**src/rtl/bsa_pkg.sv**
```systemverilog
package bsa_pkg;
  typedef struct packed {
    logic sum;
    logic carry;
  } fa_out_t;
endpackage

```
**src/rtl/bsa_fa.sv**
```systemverilog
module bsa_fa
  import bsa_pkg::*;
(
  input  logic    a,
  input  logic    b,
  input  logic    cin,
  output fa_out_t y
);
  always_comb begin
    y.sum   = a ^ b ^ cin;
    y.carry = (a & b) | (a & cin) | (b & cin);
  end
endmodule

```
**src/rtl/bsa_shreg.sv**
```systemverilog
module bsa_shreg #(
  parameter int WIDTH    = 8,
  parameter bit LOADABLE = 1'b1
) (
  input  logic             clk,
  input  logic             rst,
  input  logic             clr,
  input  logic             ld,
  input  logic [WIDTH-1:0] ld_val,
  input  logic             sh,
  input  logic             ser_in,
  output logic [WIDTH-1:0] q
);
  logic [WIDTH-1:0] nxt;

  generate
    if (LOADABLE) begin : g_load
      always_comb begin
        if (ld)      nxt = ld_val;
        else if (sh) nxt = {ser_in, q[WIDTH-1:1]};
        else         nxt = q;
      end
    end else begin : g_noload
      logic unused_ld;
      assign unused_ld = ld ^ (^ld_val);
      always_comb begin
        if (sh) nxt = {ser_in, q[WIDTH-1:1]};
        else    nxt = q;
      end
    end
  endgenerate

  always_ff @(posedge clk) begin
    if (rst || clr) q <= '0;
    else            q <= nxt;
  end
endmodule

```
**src/rtl/bsa_seq.sv**
```systemverilog
module bsa_seq #(
  parameter int WIDTH = 8
) (
  input  logic clk,
  input  logic rst,
  input  logic clr,
  input  logic start,
  output logic go,
  output logic busy,
  output logic done
);
  localparam int CNT_W = $clog2(WIDTH + 1);
  localparam logic [CNT_W-1:0] LAST = CNT_W'(WIDTH - 1);

  logic [CNT_W-1:0] cnt;

  assign go = start & ~busy & ~clr;

  always_ff @(posedge clk) begin
    if (rst || clr) begin
      busy <= 1'b0;
      done <= 1'b0;
      cnt  <= '0;
    end else begin
      done <= 1'b0;
      if (go) begin
        busy <= 1'b1;
        cnt  <= '0;
      end else if (busy) begin
        if (cnt == LAST) begin
          busy <= 1'b0;
          done <= 1'b1;
          cnt  <= '0;
        end else begin
          cnt <= cnt + 1'b1;
        end
      end
    end
  end
endmodule

```
**src/rtl/bsa_accum.sv**
```systemverilog
module bsa_accum
  import bsa_pkg::*;
#(
  parameter int WIDTH = 8
) (
  input  logic             clk,
  input  logic             rst,
  input  logic             clr,
  input  logic             ld_b,
  input  logic [WIDTH-1:0] b_in,
  input  logic             start,
  output logic             busy,
  output logic             done,
  output logic             cout,
  output logic [WIDTH-1:0] acc
);
  logic             go;
  logic             carry_q;
  logic [WIDTH-1:0] a_q;
  logic [WIDTH-1:0] b_q;
  fa_out_t          fa_y;

  bsa_seq #(.WIDTH(WIDTH)) u_seq (
    .clk(clk), .rst(rst), .clr(clr), .start(start),
    .go(go), .busy(busy), .done(done)
  );

  bsa_fa u_fa (
    .a(a_q[0]), .b(b_q[0]), .cin(carry_q), .y(fa_y)
  );

  // accumulator: sum bit enters at the top
  bsa_shreg #(.WIDTH(WIDTH), .LOADABLE(1'b0)) u_areg (
    .clk(clk), .rst(rst), .clr(clr), .ld(1'b0), .ld_val('0),
    .sh(busy), .ser_in(fa_y.sum), .q(a_q)
  );

  // addend: rotates so it is intact after WIDTH shifts
  bsa_shreg #(.WIDTH(WIDTH), .LOADABLE(1'b1)) u_breg (
    .clk(clk), .rst(rst), .clr(1'b0), .ld(ld_b & ~busy), .ld_val(b_in),
    .sh(busy), .ser_in(b_q[0]), .q(b_q)
  );

  always_ff @(posedge clk) begin
    if (rst || clr) carry_q <= 1'b0;
    else if (go)    carry_q <= 1'b0;
    else if (busy)  carry_q <= fa_y.carry;
  end

  assign acc  = a_q;
  assign cout = carry_q;
endmodule

```
**config.mk**
```make
export PLATFORM = sky130hd
export DESIGN_NAME = bsa_accum
export DESIGN_NICKNAME = d
export VERILOG_FILES = /design/src/rtl/bsa_pkg.sv /design/src/rtl/bsa_fa.sv /design/src/rtl/bsa_shreg.sv /design/src/rtl/bsa_seq.sv /design/src/rtl/bsa_accum.sv
export SDC_FILE = /design/constraint.sdc
export NUM_CORES = 1
export LEC_CHECK = 0
export BUFFER_PORTS_ARGS = -buffer_cell sky130_fd_sc_hd__buf_2
export CAP_MARGIN = 15
export CORE_MARGIN = 10
export CORE_UTILIZATION = 51
export CTS_BUF_LIST = sky130_fd_sc_hd__clkbuf_16
export DETAILED_ROUTE_END_ITERATION = 7
export GPL_TIMING_DRIVEN = 0
export HOLD_SLACK_MARGIN = 0.08
export PLACE_DENSITY_LB_ADDON = 0.05
export SLEW_MARGIN = 20
export SYNTH_ARGS = -nofsm -noshare
export SYNTH_HDL_FRONTEND = slang
export SYNTH_SLANG_ARGS = --single-unit
```
**constraint.sdc**
```tcl
create_clock -name clk -period 1.6 [get_ports clk]
set_input_delay 0.32 -clock clk [delete_from_list [all_inputs] [get_ports clk]]
set_output_delay 0.32 -clock clk [all_outputs]
set_load 0.05 [all_outputs]
```
# Word-level counts from Yosys, hierarchy flattened
# Index checks and enable logic that the tools add are counted.
# op_classes
n_mux	7
n_reduce_logical	4
n_div	0
eq_ne	1
n_addsub	1
n_lt_le_gt_ge	0
mul	0
bitwise	12
shift	0
# ops
op	count
$mux W8	2
$and A1 B1 Y1	6
$add A4 B1 Y4 const B	1
$eq A4 B3 Y1 const B	1
$mux W1	4
$mux W4	1
$reduce_or A3 Y1	1
$not A1 Y1	2
$or A1 B1 Y1	2
$reduce_bool A2 Y1	1
$reduce_or A2 Y1	1
$xor A1 B1 Y1	2
$logic_or A1 B1 Y1	1
# totals
latchBits	0
wordCells	31
memories	0
ramBits	0
ff_bits	23
input_bits	13
romBits	0

# Depth between registers and ports, before layout
# Gate-level depths: netlist (run 1).
# depth
ltp_word	4
mapped_depth	6

# Cells and area by module
# Synthesis (run 1) repeated with hierarchy kept, for this count alone.
# hier_totals
cells_unflattened	99
area_unflattened_um2	1096.1
# modules_own_cells
module	n_inst	area_per_inst_um2	cells_per_inst
bsa_shreg (u_breg)	1	440.4	35
bsa_shreg (u_areg)	1	295.3	27
bsa_seq	1	285.3	31
bsa_accum	1	55.1	5
bsa_fa	1	20.0	1

# Least setup slack after synthesis (run 1)
# Ideal clock, no wire load.
# synth_path
path_kind	flip-flop to flip-flop
startpoint	register u_seq.busy
endpoint	register u_seq.cnt[3]
setup_ns	0.086
t_arrival_ns	1.406
path_slack_ns	0.108
path_stages_with_launch	5
n_path_buf	1
path_cell_list	dfxtp_1 -> buf_6 -> nand4_2 -> or3_1 -> a221oi_2
# synth_via
elab_chain_cells	4
# synth_rtl
element	line_no	rtl
from (decl)	bsa_seq.sv:9	output logic busy,
from (signal assigned)	bsa_seq.sv:21	busy <= 1'b0;
from (signal assigned)	bsa_seq.sv:27	busy <= 1'b1;
from (signal assigned)	bsa_seq.sv:31	busy <= 1'b0;
$not A1 Y1 (no source line)	n/a	
$and A1 B1 Y1 (2 in a row)	bsa_seq.sv:17	assign go = start & ~busy & ~clr;
$reduce_or A2 Y1 (no source line)	n/a	
to (signal assigned)	bsa_seq.sv:35	cnt <= cnt + 1'b1;
to (decl)	bsa_seq.sv:15	logic [CNT_W-1:0] cnt;
# Parallel ways exist; a longest one is shown, timed or not.
# A chain may end at the register's enable or synchronous reset.

# Final worst setup path (run 1)
# layout_path
startpoint	register u_seq.cnt[0]
endpoint	register u_seq.cnt[0]
# layout_via
elab_chain_cells	2
# layout_rtl
element	line_no	rtl
$add A4 B1 Y4 or $eq A4 B3 Y1 (tied branches)	bsa_seq.sv:35, bsa_seq.sv:30	
$mux W4 *	bsa_seq.sv:30	if (cnt == LAST) begin
# Mark *: on every way between the ends. The rest lies on a longest branch, timed or not.

==> impl_metrics.py, run 1 <==
metrics = {
    "routing": {
        "drc_errors": 0,
        "wire_per_inst_um": 13.5,
        "vias": 747,
        "wirelength_um": 2000,
        "drtPass1Iterations": 2,
        "antenna_left": 0,
        "drt-initial-drc-count": 17,
        "avgViaCountPerCell": 5.05,
    },
    "place": {
        "io_buffers": 21,
        "pre_cts_ws_ps": 304,
        "dp.final_hpwl_um": 1400,
        "gp_congestion": 0.742,
    },
    "synth": {
        "synth-edff-count": 0,
        "synthFlopType": "dfxtp_1",
        "ys_seq_elements": 23,
        "syn-cell-area_um2": 991,
        "avgSynthCellArea_um2": 10.1,
        "yosys.cell_count.top_type": "dfxtp_1",
        "syn_nets": 113,
        "synthCells": 98,
        "synth_common_cells": "23 x dfxtp_1, 20 x nor2_1, 16 x mux2i_1, 9 x a211oi_1",
        "synth_top_cell_area_share_pct": 46.5,
        "synthArstFlopShare_pct": 0,
        "yosys.area.top_type": "dfxtp_1",
        "yosys_warnings": 0,
        "seq_area_frac_synth_pct": 46.5,
        "synth.area.top_cells": "dfxtp_1 46%, mux2i_1 16%, nor2_1 7.6%, a211oi_1 6.8%, nor3b_1 3.0%",
        "yosysUniqueCellTypes": 21,
    },
    "timing": {
        "period_needed_ps": 1330,
        "hold_slack_ps": 339,
        "hold_viol_final": 0,
        "fmax_mhz": 750,
        "clock_skew_ps": 8.89,
        "rsz0062_at_grt": "no",
        "worst_pin_slew_ps": 280,
        "slew_headroom_pct": 81.4,
        "final.setup.tns_ps": 0,
        "worst_slack_ps": 267,
        "finalSetupViolCount": 0,
        "finalCritPeriodShare_pct": 83.3,
        "finalMaxSlewViolations": 0,
    },
    "clock_network": {
        "cts_setup_buffers": 0,
        "cts_tree": "built",
        "cts_max_level": 1,
        "cts_resized": 0,
        "clkSinkCount": 23,
        "path_clk_slew_ps": 60,
        "hold_buffers": 0,
        "clockBufferDepth": 2,
        "ctsRootBufferMaster": "clkbuf_16",
        "numCtsBuffers": 3,
        "clk_latency_ps": 260,
    },
    "critical_path": {
        "startpoint_type": "flip-flop",
        "cp.arrival_ps": 1520,
        "worst_setup_path_end_kind": "flip-flop",
        "crit_required_ps": 1790,
        "critical_path_class": "reg2reg",
        "path_max_fanout": 4,
    },
    "global_route": {
        "antenna_found_initial": 0,
        "grt_usage_pct": 9.98,
        "grt_max_degree": 14,
        "grt_pass1_wl_um": 3250,
        "grt_pass1_vias": 738,
        "grt_remaining_overflow": 0,
    },
    "die": {
        "start_util_pct": 55.6,
        "rows": 15,
        "core_um2": 1780,
        "dieArea_um2": 4110,
        "fp.dieH_um": 64.1,
        "pin_count": 24,
        "die_w_um": 64.1,
    },
    "power_and_ir_drop": {
        "ir_drop_mv": 1.07,
        "power_density_nw_per_um2": 1020,
        "leakage_nw": 0.546,
    },
    "final_layout": {
        "drive_gt1_share_pct": 29.3,
        "area_growth_pct": 21.8,
        "final_nets": 139,
        "antenna_cells": 0,
    },
    "run_status": {
        "status": "finished, final reports clean",
    },
    "worst_hold_path": {
        "hold_class": "in2reg",
    },
    "flow_run": {
        "cap_violations": 0,
    },
}
## worst max-delay path: stages, from the launching register on
cell	delay (ps)
dfxtp_1	350
ha_1	240
and3b_1	210
or3_1	310
a21oi_1	150
## report_power, final
part / internal, mW / total, mW / switching (mW)
sequential: 0.592 / 0.602 / 0.0108
combinational: 0.0473 / 0.103 / 0.0554
clock: 0.336 / 0.529 / 0.193
total: 0.974 / 1.23 / 0.260
## final timing paths
| check | start | end | slack [ps] | cells after the start |
|---|---|---|---|---|
| setup / recovery | u_seq.cnt[0] | u_seq.cnt[0] | 270 | 4 |
| setup reg to reg | u_seq.cnt[0] | u_seq.cnt[0] | 270 | 4 |
| hold reg to reg | u_breg.q[1] | u_breg.q[0] | 480 | 2 |
| hold / removal | rst | u_breg.q[7] | 340 | 2 |
## metrics by stage
stage	utilization (%)	total power, mW	instance area, µm²	cells
final	67.7	1.23	1210	148
after global routing	67.7	1.28	1210	148
after CTS	67.7	1.26	1210	148
after detailed placement	63.2	0.716	1130	144
after global placement	63.2	0.714	1130	144
after floorplan	-	0.686	991	98
## state kept, by name (all words and copies together) (netlist names)
name        count
u_seq.busy      1
u_seq.done      1
u_seq.cnt       4
u_areg.q        8
cout            1
u_breg.q        8
## layer usage
layer | up-vias | wire length, µm | global-route usage, %
li1 | 388 | - | -
met1 | 343 | 922 | 10.8
met2 | 14 | 941 | 16.0
met3 | 2 | 117 | 5.23
met4 | 0 | 19 | 4.10
met5 | - | 0 | 0
## kinds of logic after synthesis
group	after synthesis	share of synthesized area (%)
flops	23	46.5
simple gates	31	15.5
fa+ha+maj	2	3.28
xor+xnor	1	0.884
compound gates	14	10.4
buf+inv	11	7.32
mux	16	16.2
## area by class of cell
| cell class | instances | area (µm²) |
|---|---|---|
| timing repair buffer | 21 | 105 |
| inverter | 2 | 7.51 |
| fill | 151 | 576 |
| tap | 25 | 31.3 |
| multi-input combinational | 64 | 458 |
| clock inverter | 1 | 5.00 |
| buffer | 9 | 65.1 |
| clock buffer | 3 | 75.1 |
| sequential | 23 | 460 |
## layout by cell type, fill, tap and decap left out, drive strengths merged
cell | synthesis | routed
a211oi | 9 | 9
a21oi | 4 | 4
a221oi | 1 | 1
and3b | 1 | 1
buf | 8 | 29
clkbuf | 1 | 4
clkinv | 0 | 1
dfxtp | 23 | 23
fa | 1 | 1
ha | 1 | 1
inv | 2 | 2
mux2i | 16 | 16
nand2 | 1 | 1
nand3 | 1 | 1
nand4 | 1 | 1
nor2 | 20 | 20
nor3b | 4 | 4
or2 | 1 | 1
or3 | 2 | 2
xor2 | 1 | 1
Note: power is estimated with default switching activity, not from simulation.
==> run 2: changes to the inputs <==
- CORE_UTILIZATION: 51 -> 46
- clock period: 1.6 -> 1.1 ns (I/O delays scaled with it)
==> run 2 against run 1 <==
Effect of this change: the run now ends with setup timing left; clock power up 48%; core utilization up 1.3 points; design area up 14%; final cell count up 5.4%; sequential power up 45%; critical path type unchanged; highest routed layer unchanged.
==> impl_metrics.py, run 2 (synthesized netlist as in run 1, its figures left out) <==
metrics = {
    "run_status": {
        "status": "finished with violations",
        "violations": "setup timing",
    },
    "final_layout": {
        "final_cell_mix": "20 x nor2_1, 17 x dfxtp_1, 16 x mux2i_1, 14 x buf_2",
        "fin_cells": 156,
        "design_area_um2": 1380,
        "final_common_cell": "nor2_1",
        "area_growth_pct": 39.4,
        "drive_gt1_share_pct": 46.5,
        "antenna_cells": 0,
        "reg_top3": "u_areg.q: 8 flops, u_breg.q: 8 flops, u_seq.cnt: 4 flops",
        "final_nets": 145,
    },
    "critical_path": {
        "path_max_fanout": 3,
        "worst_setup_path_end_kind": "flip-flop",
        "critical_path_class": "reg2reg",
        "crit_required_ps": 1290,
        "cp.arrival_ps": 1400,
        "startpoint_type": "flip-flop",
    },
    "power_and_ir_drop": {
        "power_density_nw_per_um2": 1330,
        "leakage_nw": 0.590,
        "ir_drop_mv": 1.25,
    },
    "timing": {
        "hold_viol_final": 0,
        "slew_headroom_pct": 82.2,
        "worst_slack_ps": -108,
        "rsz0062_at_grt": "yes",
        "finalSetupViolCount": 3,
        "finalMaxSlewViolations": 0,
        "final.setup.tns_ps": -254,
        "fmax_mhz": 828,
        "period_needed_ps": 1210,
        "finalCritPeriodShare_pct": 110,
        "clock_skew_ps": 2.12,
        "worst_pin_slew_ps": 266,
    },
    "global_route": {
        "grt_pass1_vias": 846,
        "grt_pass1_wl_um": 3560,
        "grt_remaining_overflow": 0,
        "grt_max_degree": 14,
        "antenna_found_initial": 0,
        "grt_usage_pct": 10.4,
    },
    "worst_hold_path": {
        "hold_class": "in2reg",
    },
    "routing": {
        "antenna_left": 0,
        "avgViaCountPerCell": 5.10,
        "drt-initial-drc-count": 12,
        "drtPass1Iterations": 3,
        "drc_errors": 0,
        "wire_per_inst_um": 13.8,
        "vias": 795,
        "wirelength_um": 2160,
    },
    "clock_network": {
        "clkSinkCount": 23,
        "numCtsBuffers": 3,
        "path_clk_slew_ps": 60,
        "clk_latency_ps": 260,
        "ctsRootBufferMaster": "clkbuf_16",
        "cts_tree": "built",
        "cts_max_level": 1,
        "clockBufferDepth": 2,
        "hold_buffers": 0,
    },
    "place": {
        "io_buffers": 21,
        "gp_congestion": 0.675,
        "dpl_cell_area_um2": 1190,
        "dp.cells": 146,
        "pre_cts_ws_ps": -189,
        "dp.final_hpwl_um": 1470,
    },
    "die": {
        "rows": 16,
        "fp.dieH_um": 66.4,
        "core_um2": 2000,
        "pin_count": 24,
        "dieArea_um2": 4410,
        "die_w_um": 66.4,
        "start_util_pct": 49.5,
    },
    "flow_run": {
        "cap_violations": 0,
    },
}
-- run 2: cell types whose count changed in the layout (fill, tap and decap cells not counted), moves of 4 or more --
| cell | change |
|---|---|
| dfxtp_2 | +4 |
| buf_2 | -10 |
| a211oi_1 | -9 |
| a211oi_2 | +9 |
| buf_4 | +6 |
| dfxtp_1 | -6 |
| clkbuf_4 | +6 |
-- run 2: path summary, 6_finish.rpt --
path         cells after the start           end  slack [ps]         start
max reg2reg                      4  u_seq.cnt[0]        -110  u_seq.cnt[1]
max                              4  u_seq.cnt[0]        -110  u_seq.cnt[1]
min                              2  u_seq.cnt[3]         240         start
min reg2reg                      2  u_seq.cnt[3]         490  u_seq.cnt[3]
-- run 2: area by class of cell --
| cell class | instances | area, µm² |
|---|---|---|
| tap | 27 | 33.8 |
| timing repair buffer | 27 | 180 |
| clock inverter | 1 | 5.00 |
| fill | 172 | 621 |
| buffer | 9 | 82.6 |
| inverter | 2 | 7.51 |
| clock buffer | 3 | 75.1 |
| sequential | 23 | 473 |
| multi-input combinational | 64 | 524 |
-- run 2: metal layers --
layer / track usage [%] / routed length [µm] / vias up
met2: 17.0 / 1000 / 19
met5: 0 / 0 / -
met1: 10.9 / 926 / 370
met4: 3.93 / 40 / 0
met3: 5.93 / 188 / 7
li1: - / - / 399
-- run 2: repair_timing --
action,4_1_cts,5_1_grt
setup buffers,6,0
resized for setup,11,11
pin swaps,2,2
setup endpoints to repair,14,18
-- run 2: worst max-delay path, stage by stage, from the launching register on --
cell and delay [ps]:
dfxtp_2 340, ha_4 160, and3b_1 190, or3_1 330, a21oi_2 120
-- run 2: report_power, final --
group	internal, mW	leakage, nW	switching [mW]
sequential	0.858	0.191	0.0150
combinational	0.0926	0.358	0.0978
clock	0.489	0.0409	0.292
-- run 2: stage by stage --
step | hold WS [ps] | total power [mW] | util, %
3_5_place_dp | 483 | 1.07 | 59.6
6_report | 243 | 1.84 | 69.0
4_1_cts | 245 | 1.86 | 67.6
5_1_grt | 257 | 1.92 | 69.0
3_3_place_gp | 477 | 1.06 | 59.6
2_1_floorplan | 314 | 1.02 | -
